## config.mk

```make
export PLATFORM = sky130hd
export DESIGN_NAME = pwm_timebase
export DESIGN_NICKNAME = d
export VERILOG_FILES = /design/src/rtl/pwm_tb_pkg.sv /design/src/rtl/pwm_tb_prescale.sv /design/src/rtl/pwm_tb_regs.sv /design/src/rtl/pwm_tb_haltctl.sv /design/src/rtl/pwm_tb_counter.sv /design/src/rtl/pwm_timebase.sv
export SDC_FILE = /design/constraint.sdc
export NUM_CORES = 1
export LEC_CHECK = 0
export ABC_CLOCK_PERIOD_IN_PS = 5300
export BUFFER_PORTS_ARGS = -buffer_cell sky130_fd_sc_hd__buf_4
export CAP_MARGIN = 15
export CORE_MARGIN = 2
export CORE_UTILIZATION = 61
export DETAILED_ROUTE_END_ITERATION = 6
export PLACE_DENSITY = 0.94
export SYNTH_ARGS = -nofsm -noshare
export SYNTH_HDL_FRONTEND = slang
export SYNTH_SLANG_ARGS = --single-unit
```

## constraint.sdc

```tcl
create_clock -name clk -period 5.3 [get_ports clk]
set_input_delay 0.53 -clock clk [delete_from_list [all_inputs] [get_ports clk]]
set_output_delay 0.53 -clock clk [all_outputs]
set_load 0.05 [all_outputs]
```

## src/rtl/pwm_tb_pkg.sv

```systemverilog
package pwm_tb_pkg;

    localparam int CTRL_W = 16;
    localparam int CODE_W = 3;

    typedef enum logic [1:0] {
        MODE_UP     = 2'b00,
        MODE_DOWN   = 2'b01,
        MODE_UPDN   = 2'b10,
        MODE_FREEZE = 2'b11
    } cnt_mode_e;

    typedef enum logic [1:0] {
        POL_STEP     = 2'b00,
        POL_CYCLE    = 2'b01,
        POL_FREE_ALT = 2'b10,
        POL_FREE     = 2'b11
    } halt_pol_e;

    typedef enum logic [1:0] {
        HS_RUN   = 2'b00,
        HS_DRAIN = 2'b01,
        HS_HOLD  = 2'b10
    } halt_st_e;

    typedef enum logic {
        DIR_DOWN = 1'b0,
        DIR_UP   = 1'b1
    } dir_e;

    typedef struct packed {
        halt_pol_e         pol;
        logic [CODE_W-1:0] lo_code;
        logic [CODE_W-1:0] hs_code;
        logic              imm_load;
        cnt_mode_e         mode;
    } ctrl_t;

endpackage

```

## src/rtl/pwm_tb_prescale.sv

```systemverilog
module pwm_tb_prescale
    import pwm_tb_pkg::*;
(
    input  logic              clk,
    input  logic              rst_n,
    input  logic [CODE_W-1:0] hs_code,
    input  logic [CODE_W-1:0] lo_code,
    output logic              tick
);

    // fast stage divides by 1 or 2*code, slow stage by 2**code
    localparam int HS_W = CODE_W + 1;
    localparam int LO_W = (1 << CODE_W) - 1;

    logic [HS_W-1:0] hs_cnt;
    logic [HS_W-1:0] hs_lim;
    logic            hs_tick;
    logic [LO_W-1:0] lo_cnt;
    logic [LO_W-1:0] lo_lim;
    logic            lo_end;

    always_comb begin
        hs_lim  = (hs_code == '0) ? '0 : ({hs_code, 1'b0} - HS_W'(1));
        lo_lim  = (LO_W'(1) << lo_code) - LO_W'(1);
        hs_tick = (hs_cnt >= hs_lim);
        lo_end  = (lo_cnt >= lo_lim);
        tick    = hs_tick && lo_end;
    end

    always_ff @(posedge clk or negedge rst_n) begin
        if (!rst_n) begin
            hs_cnt <= '0;
            lo_cnt <= '0;
        end else begin
            if (hs_tick) begin
                hs_cnt <= '0;
                lo_cnt <= lo_end ? '0 : lo_cnt + LO_W'(1);
            end else begin
                hs_cnt <= hs_cnt + HS_W'(1);
            end
        end
    end

endmodule

```

## src/rtl/pwm_tb_regs.sv

```systemverilog
module pwm_tb_regs
    import pwm_tb_pkg::*;
#(
    parameter int CNT_W    = 16,
    parameter int ADDR_W   = 8,
    parameter int CTRL_OFS = 'h00,
    parameter int PRD_OFS  = 'h0A
) (
    input  logic              clk,
    input  logic              rst_n,
    input  logic              wr_en,
    input  logic [ADDR_W-1:0] wr_addr,
    input  logic [CTRL_W-1:0] wr_data,
    input  logic [ADDR_W-1:0] rd_addr,
    output logic [CTRL_W-1:0] rd_data,
    input  logic              zero_land,
    output ctrl_t             ctrl_q,
    output logic [CNT_W-1:0]  prd_act
);

    localparam logic [ADDR_W-1:0] A_CTRL = ADDR_W'(CTRL_OFS);
    localparam logic [ADDR_W-1:0] A_PRD  = ADDR_W'(PRD_OFS);

    logic [CNT_W-1:0] prd_shd;
    logic             wr_ctrl;
    logic             wr_prd;
    logic             unused_rsv;

    assign wr_ctrl    = wr_en && (wr_addr == A_CTRL);
    assign wr_prd     = wr_en && (wr_addr == A_PRD);
    assign unused_rsv = ^{wr_data[13], wr_data[6:4], wr_data[2]};

    always_ff @(posedge clk or negedge rst_n) begin
        if (!rst_n) begin
            ctrl_q <= '{pol: POL_STEP, lo_code: '0, hs_code: '0,
                        imm_load: 1'b0, mode: MODE_FREEZE};
        end else if (wr_ctrl) begin
            ctrl_q <= '{pol:      halt_pol_e'(wr_data[15:14]),
                        lo_code:  wr_data[12:10],
                        hs_code:  wr_data[9:7],
                        imm_load: wr_data[3],
                        mode:     cnt_mode_e'(wr_data[1:0])};
        end
    end

    // shadow always follows writes; active follows writes only in immediate mode
    always_ff @(posedge clk or negedge rst_n) begin
        if (!rst_n) begin
            prd_shd <= '0;
            prd_act <= '0;
        end else begin
            if (zero_land && !ctrl_q.imm_load) begin
                prd_act <= prd_shd;
            end
            if (wr_prd) begin
                prd_shd <= wr_data[CNT_W-1:0];
                if (ctrl_q.imm_load) begin
                    prd_act <= wr_data[CNT_W-1:0];
                end
            end
        end
    end

    always_comb begin
        if (rd_addr == A_CTRL) begin
            rd_data = {ctrl_q.pol, 1'b0, ctrl_q.lo_code, ctrl_q.hs_code,
                       3'b000, ctrl_q.imm_load, 1'b0, ctrl_q.mode};
        end else if (rd_addr == A_PRD) begin
            rd_data = CTRL_W'(prd_act);
        end else begin
            rd_data = '0;
        end
    end

endmodule

```

## src/rtl/pwm_tb_haltctl.sv

```systemverilog
module pwm_tb_haltctl
    import pwm_tb_pkg::*;
(
    input  logic      clk,
    input  logic      rst_n,
    input  logic      dbg_halt,
    input  halt_pol_e pol,
    input  cnt_mode_e mode,
    input  logic      tick,
    input  logic      land,
    output logic      step
);

    halt_st_e st_q;
    halt_st_e st_d;
    logic     halt_eff;
    logic     stop_now;

    always_ff @(posedge clk or negedge rst_n) begin
        if (!rst_n) begin
            st_q <= HS_RUN;
        end else begin
            st_q <= st_d;
        end
    end

    // output: step permission
    always_comb begin
        halt_eff = dbg_halt && ((pol == POL_STEP) || (pol == POL_CYCLE));
        stop_now = dbg_halt && (pol == POL_STEP);
        step     = tick && (mode != MODE_FREEZE) && (st_q != HS_HOLD) && !stop_now;
    end

    // next state
    always_comb begin
        st_d = st_q;
        unique case (st_q)
            HS_RUN: begin
                if (stop_now) begin
                    st_d = HS_HOLD;
                end else if (halt_eff) begin
                    st_d = (step && land) ? HS_HOLD : HS_DRAIN;
                end
            end
            HS_DRAIN: begin
                if (!halt_eff) begin
                    st_d = HS_RUN;
                end else if (step && land) begin
                    st_d = HS_HOLD;
                end
            end
            HS_HOLD: begin
                if (!halt_eff) begin
                    st_d = HS_RUN;
                end
            end
            default: st_d = HS_RUN;
        endcase
    end

endmodule

```

## src/rtl/pwm_tb_counter.sv

```systemverilog
module pwm_tb_counter
    import pwm_tb_pkg::*;
#(
    parameter int CNT_W = 16
) (
    input  logic             clk,
    input  logic             rst_n,
    input  logic             step,
    input  cnt_mode_e        mode,
    input  logic [CNT_W-1:0] prd,
    output logic [CNT_W-1:0] cnt_q,
    output logic             dir_up,
    output logic             zero_evt,
    output logic             prd_evt,
    output logic             land,
    output logic             cand_zero
);

    localparam logic [CNT_W-1:0] ONE = CNT_W'(1);

    dir_e             dir_q;
    dir_e             dir_d;
    logic [CNT_W-1:0] cand;

    always_comb begin
        cand  = cnt_q;
        dir_d = dir_q;
        unique case (mode)
            MODE_UP: begin
                dir_d = DIR_UP;
                cand  = (cnt_q >= prd) ? '0 : cnt_q + ONE;
            end
            MODE_DOWN: begin
                dir_d = DIR_DOWN;
                cand  = (cnt_q == '0) ? prd : cnt_q - ONE;
            end
            MODE_UPDN: begin
                unique case (dir_q)
                    DIR_UP: begin
                        if (cnt_q >= prd) begin
                            dir_d = DIR_DOWN;
                            cand  = (cnt_q == '0) ? '0 : cnt_q - ONE;
                        end else begin
                            cand = cnt_q + ONE;
                        end
                    end
                    DIR_DOWN: begin
                        if (cnt_q == '0) begin
                            dir_d = DIR_UP;
                            cand  = (prd == '0) ? '0 : ONE;
                        end else begin
                            cand = cnt_q - ONE;
                        end
                    end
                    default: ;
                endcase
            end
            default: ;
        endcase
    end

    always_comb begin
        cand_zero = (cand == '0);
        land      = (mode == MODE_DOWN) ? (cand == prd) : cand_zero;
    end

    always_ff @(posedge clk or negedge rst_n) begin
        if (!rst_n) begin
            cnt_q    <= '0;
            dir_q    <= DIR_UP;
            zero_evt <= 1'b0;
            prd_evt  <= 1'b0;
        end else if (step) begin
            cnt_q    <= cand;
            dir_q    <= dir_d;
            zero_evt <= cand_zero;
            prd_evt  <= (cand == prd);
        end else begin
            zero_evt <= 1'b0;
            prd_evt  <= 1'b0;
        end
    end

    assign dir_up = (dir_q == DIR_UP);

endmodule

```

## src/rtl/pwm_timebase.sv

```systemverilog
module pwm_timebase
    import pwm_tb_pkg::*;
#(
    parameter int CNT_W    = 16,
    parameter int ADDR_W   = 8,
    parameter int CTRL_OFS = 'h00,
    parameter int PRD_OFS  = 'h0A
) (
    input  logic              clk,
    input  logic              rst_n,
    input  logic              wr_en,
    input  logic [ADDR_W-1:0] wr_addr,
    input  logic [15:0]       wr_data,
    input  logic [ADDR_W-1:0] rd_addr,
    output logic [15:0]       rd_data,
    input  logic              dbg_halt,
    output logic [CNT_W-1:0]  cnt_o,
    output logic              dir_up_o,
    output logic              zero_evt_o,
    output logic              prd_evt_o
);

    ctrl_t            ctrl_q;
    logic [CNT_W-1:0] prd_act;
    logic             tick;
    logic             step;
    logic             land;
    logic             cand_zero;
    logic             zero_land;

    assign zero_land = step && cand_zero;

    pwm_tb_regs #(
        .CNT_W(CNT_W), .ADDR_W(ADDR_W), .CTRL_OFS(CTRL_OFS), .PRD_OFS(PRD_OFS)
    ) u_regs (
        .clk(clk), .rst_n(rst_n), .wr_en(wr_en), .wr_addr(wr_addr),
        .wr_data(wr_data), .rd_addr(rd_addr), .rd_data(rd_data),
        .zero_land(zero_land), .ctrl_q(ctrl_q), .prd_act(prd_act)
    );

    pwm_tb_prescale u_pre (
        .clk(clk), .rst_n(rst_n), .hs_code(ctrl_q.hs_code),
        .lo_code(ctrl_q.lo_code), .tick(tick)
    );

    pwm_tb_haltctl u_halt (
        .clk(clk), .rst_n(rst_n), .dbg_halt(dbg_halt), .pol(ctrl_q.pol),
        .mode(ctrl_q.mode), .tick(tick), .land(land), .step(step)
    );

    pwm_tb_counter #(.CNT_W(CNT_W)) u_cnt (
        .clk(clk), .rst_n(rst_n), .step(step), .mode(ctrl_q.mode),
        .prd(prd_act), .cnt_q(cnt_o), .dir_up(dir_up_o),
        .zero_evt(zero_evt_o), .prd_evt(prd_evt_o), .land(land),
        .cand_zero(cand_zero)
    );

endmodule

```

* Word-level counts from Yosys, hierarchy flattened
Cells that the tools add are included.
** Word-level totals
- Register bits after elaboration :: 75
- Input port bits :: 36
- Logic and storage cells :: 94
** Operators by class
- $add $sub $neg :: 6
- $lt $le $gt $ge :: 3
- Equality and inequality tests :: 13
- Shift operators :: 1
- Muxes and demuxes :: 30
- Bitwise logic cells :: 1
- Reduce and logical (&&, ||, !) cells :: 26
** Operator list (count)
- $mux W16 :: 10
- $logic_not A16 Y1 :: 3
- $pmux W16 S3 :: 1
- $pmux W16 S2 :: 1
- $add A16 B1 Y16 const B :: 1
- $eq A16 B16 Y1 :: 1
- $eq A8 B4 Y1 const B :: 2
- $ge A16 B16 Y1 :: 1
- $logic_not A8 Y1 :: 2
- $sub A16 B1 Y16 const B :: 1
- $mux W2 :: 6
- $logic_and A1 B1 Y1 :: 11
- $mux W4 :: 2
- $add A7 B1 Y7 const B :: 1
- $ge A7 B7 Y1 :: 1
- $mux W7 :: 1
- $shl A1 B3 Y7 const A :: 1
- $sub A7 B2 Y7 const B :: 1
- $eq A2 B1 Y1 const B :: 3
- $logic_not A2 Y1 :: 3
- $mux W1 :: 6
- $ne A2 B2 Y1 const B :: 3
- $pmux W2 S3 :: 1
- $add A4 B1 Y4 const B :: 1
- other kinds (14) :: 16

* Depth between registers and ports, before layout
- Depth after elaboration :: 12
- Gate-level depth with buffers :: 16
- Depth with buffers taken out :: 15

* Cells and area by module
Synthesis repeated with hierarchy kept, for this count alone.
** Unflattened totals
- Cells, all modules :: 719
- Area, all modules :: 6312.3 µm²
** Modules (own cells, without submodules)
- pwm_tb_counter :: instances 1, cells each 457, area an instance 3214.3 µm², sequential area each 476.7 µm²
- pwm_tb_regs :: instances 1, cells each 153, area an instance 2069.5 µm², sequential area each 1078.5 µm²
- pwm_tb_prescale :: instances 1, cells each 95, area an instance 900.9 µm², sequential area each 275.3 µm²
- pwm_tb_haltctl :: instances 1, cells each 13, area an instance 121.4 µm², sequential area each 50.0 µm²
- pwm_timebase :: instances 1, cells each 1, area an instance 6.3 µm², sequential area each 0.0 µm²

* Least setup slack after synthesis
Ideal clock, no wire load.
- Kind :: register to register
- Start point :: reg u_cnt.cnt_q[0]
- End point :: reg u_regs.prd_act[10]
- Setup time :: 0.126 ns
- Data arrival time :: 3.990 ns
- Required time :: 5.174 ns
- Slack :: 1.184 ns
- Cell stages (with the launch flop) :: 16
- Path buffers :: 3
- Period minus slack after synthesis :: 4.116 ns
- Path through :: dfrtp_1 clkbuf_1 inv_1 ha_1 clkbuf_1 or4b_2 nor3_1 xnor2_1 a211o_1 o311a_1 nor2_1 a2111oi_2 and4_4 a31oi_4 buf_6 a221o_1
** Between the ends
- Longest elaborated chain between the ends :: 11
- Elaborated cells on any way between the ends :: 17
- Those cells by class :: add/sub (2); order compare (1); mux (10); reduce/logical (4)
** Ends and longest elaborated chain
- start, declared :: RTL line pwm_tb_counter.sv:11 : output logic [CNT_W-1:0] cnt_q,
- start signal, assigned :: RTL line pwm_tb_counter.sv:74 : cnt_q <= cand;
- $sub A16 B1 Y16 or $logic_not A16 Y1 (tied branches)
- $mux W16 :: RTL line pwm_tb_counter.sv:42 : cand = (cnt_q == '0) ? '0 : cnt_q - ONE;
- $mux W16 :: RTL line pwm_tb_counter.sv:40 : if (cnt_q >= prd) begin
- $pmux W16 S2 :: RTL line pwm_tb_counter.sv:38 : unique case (dir_q)
- $pmux W16 S3 * :: RTL line pwm_tb_counter.sv:28 : unique case (mode)
- $logic_not A16 Y1 * :: RTL line pwm_tb_counter.sv:63 : cand_zero = (cand == '0);
- $logic_and A1 B1 Y1 * :: RTL line pwm_timebase.sv:31 : assign zero_land = step && cand_zero;
- $logic_and A1 B1 Y1 * :: RTL line pwm_tb_regs.sv:52 : if (zero_land && !ctrl_q.imm_load) begin
- $mux W16 * :: RTL line pwm_tb_regs.sv:52
- $mux W16 :: RTL line pwm_tb_regs.sv:57 : if (ctrl_q.imm_load) begin
- $mux W16 * :: RTL line pwm_tb_regs.sv:55 : if (wr_prd) begin
- end signal, assigned :: RTL line pwm_tb_regs.sv:53 : prd_act <= prd_shd;
- end signal, assigned :: RTL line pwm_tb_regs.sv:58 : prd_act <= wr_data[CNT_W-1:0];
- end, declared :: RTL line pwm_tb_regs.sv:18 : output logic [CNT_W-1:0] prd_act
Mark *: on every way between the ends. The rest lies on a longest branch, timed or not.
A chain may end at the register's enable or synchronous reset.

* Worst setup path after layout
- Start point :: reg u_cnt.cnt_q[0]
- End point :: reg u_regs.prd_act[9]
Same word-level chain as after synthesis.

==> impl_metrics.ini <==
[detailed_routing]
avgRoutedWirePerCell_um = 26.3
wl_um = 26500
drc = 0
firstDrtPassIters = 7
vias = 7295
ant_nets = 0
vias_per_cell = 7.24
drt_iter0_drc = 957

[timing]
hold_viol_final = 0
setup_viol = 0
period_needed_ps = 4660
fin_ws_ps = 636
rsz0062_at_grt = no
whs_ps = 249
slew_violations = 0
slew_headroom_pct = 30.7
tightest_slew_ps = 1040
timing.fmax_mhz = 214
clock_skew_ps = 11.2
finalSetupTns_ps = 0
timing.final.crit_share_pct = 88.0

[place]
dpl.cell_count = 992
io_buffers = 70
place_congestion = 1.06
hpwl_um = 19400
dp_slack_ps = 872

[setup_path]
crit_path_end = u_regs.prd_act[9]
cp_num_cells = 12
crit_fanout = 16
cp-startpoint = u_cnt.cnt_q[0]
cp_top_family = compound AO/OA/AOI/OAI gates
worstPathRequired_ps = 5610
crit_type = reg -> reg
arrival_ps = 4970
reg2reg_from = u_cnt.cnt_q[0]
cp-start-kind = register
path_buf_inv = 2
crit_slowest_cell = nor4b_1
end_kind = register
max_stage_delay_ps = 570
rr_endpoint = u_regs.prd_act[9]
r2r_cells = 12
reg2reg_slack_ps = 640
cp_cell_sequence = inv_1 -> ha_1 -> nor4b_1 -> a41oi_1 -> nand3_1 -> nand3_1 -> a31o_2 -> a32oi_1 -> a211o_1 -> inv_1 -> a31oi_4 -> a221o_1

[clock_network]
clock_sinks = 75
htreeDepth = 3
post_cts_buffers = 0
cts_buffers = 9
clockRootBuffer = clkbuf_8
clk_pin_slew_ps = 90
cts_tree = yes
clk_latency_ps = 380
clk_path_buf_depth = 2
cts-hold-fix-buffers = 0
ctsResizeCount = 0

[pwr]
leakagePower_nw = 3.33
power_frac_seq_pct = 25.8
ir_drop_mv = 0.319
power_mw = 3.39
p_switching_mw = 1.76
sw_frac_of_total_pct = 51.9
p_int_mw = 1.63
cellPowerDensity_nw_per_um2 = 445
power_frac_clock_pct = 14.1
p_comb_share_pct = 60.1

[die]
dieArea_sq_um = 11800
core_sq_um = 10800
start_util_pct = 62.1
die_x_um = 109
ios = 71
fp.dieH_um = 109
rows = 38

[cells_and_area]
syn2layout_area_growth_pct = 13.7
diodes = 0
drive_gt1_share_pct = 21.1
nNetsFinal = 933
stdcell_count = 1008

[logic_synthesis]
ys_ff_latch = 75
syn_nets = 872
avgSynthCellArea_sq_um = 8.36
synthTopCellsByArea = dfrtp_1 (27%), ha_1 (6.3%), mux2_2 (5.0%)
synthArstFlopShare_pct = 100
synth.distinct_cells = 87
yosys_warnings = 0
syn_inst = 802
yosysMostFrequentCell = dfrtp_1
synthFlopType = dfrtp_1
synthTopCellsByCount = dfrtp_1 (72), nor2_1 (68), nand2_1 (61)
syn-cell-area_sq_um = 6700
yosysTopAreaCellShare_pct = 26.9
synth_top_area_cell = dfrtp_1
seq_area_frac_synth_pct = 28.1
synth_edf_count = 0

[global_routing]
antenna_found_initial = 0
grt_util_all_layers_pct = 47.2
grt_overflow = 0
grt_pass1_vias = 7009
grt_max_degree = 76
grt_first_pass_wirelength_um = 41200

[worst_hold_path]
hold_path.class = in -> async

[run]
max_cap_viol_count = 0

[run_status]
status = complete, no violations
## cell usage in the layout, fill, tap and decap left out, types with 6 or more instances in the layout
cell,count
mux2i_1,10
dfrtp_1,72
xnor2_1,23
a22o_1,11
nand2b_1,12
nor4_1,23
or2_2,6
a21oi_1,23
and4_1,9
or4_1,11
a221o_1,11
a21o_1,7
buf_4,102
xor2_1,7
nor2_1,68
and2_1,17
nor3_1,33
a31oi_1,8
nor2b_1,8
o211ai_1,8
nand2_1,61
nand3_1,33
or3_1,14
mux2_2,30
inv_1,36
clkbuf_8,10
o31ai_1,8
ha_1,34
nand4_1,20
o21ai_0,43
## worst min path at each step
stage / startpoint / end / slack, ps / depth (start not counted)
after floorplan: rst_n / u_cnt.cnt_q[0] / 230 / 0
final: rst_n / u_cnt.cnt_q[10] / 250 / 1
after global routing: rst_n / u_cnt.cnt_q[9] / 360 / 1
after detailed placement: u_pre.hs_cnt[0] / u_pre.hs_cnt[0] / 480 / 1
after CTS: rst_n / u_cnt.cnt_q[9] / 340 / 1
after global placement: u_pre.lo_cnt[6] / u_pre.lo_cnt[6] / 480 / 1
## cells by family (layout without fill, tap and decap cells)
family / count (synthesis) / after routing / synth area share (%)
and+or+nand+nor: 349 / 349 / 28.9
buffers and inverters: 88 / 154 / 5.32
muxes: 41 / 41 / 6.70
xor gates and xnor gates: 30 / 30 / 3.92
DFF: 75 / 75 / 28.1
adders and majority gates: 34 / 34 / 6.35
AOI/OAI and AO/OA: 185 / 185 / 20.7
## layer usage
metal / share of wire (%) / vias to the layer above / GRT usage (%) / wire length [um]
li1: - / 3147 / - / -
met1: 36 / 3369 / 58.4 / 9510
met2: 43 / 601 / 70.1 / 11400
met3: 13 / 178 / 16.2 / 3520
met4: 7.6 / 0 / 30.2 / 2020
met5: 0 / - / 0 / 0
## per-stage QoR
step | util [%] | instance area (sq um)
finish | 70.6 | 7620
global route | 70.6 | 7620
CTS | 70.6 | 7620
detailed placement | 68.8 | 7420
global placement | 68.8 | 7420
floorplan | - | 6700
## power groups by stage
stage | clock [mW] | sequential (mW) | combinational (mW)
floorplan | 0 | 0.889 | 1.28
global placement | 0 | 0.867 | 1.92
detailed placement | 0 | 0.873 | 1.94
CTS | 0.478 | 0.863 | 1.95
global route | 0.499 | 0.885 | 2.17
finish | 0.478 | 0.875 | 2.04
## registers in the layout (all words and copies together), names as in the netlist
name,cells
u_cnt.cnt_q,16
u_cnt.dir_up,1
u_cnt.prd_evt,1
u_cnt.zero_evt,1
u_halt.st_q,2
u_pre.hs_cnt,4
u_pre.lo_cnt,7
u_regs.ctrl_q,11
u_regs.prd_act,16
u_regs.prd_shd,16
## area by class of cell
class,count,area [sq um]
Timing Repair Buffer,102,766
Tap cell,140,175
Inverter,36,135
Sequential cell,75,1880
Multi-Input combinational cell,639,4470
Clock inverter,4,51.3
Clock buffer,12,145
Fill cell,858,3170
No activity file was read; power rests on OpenSTA's default activity.
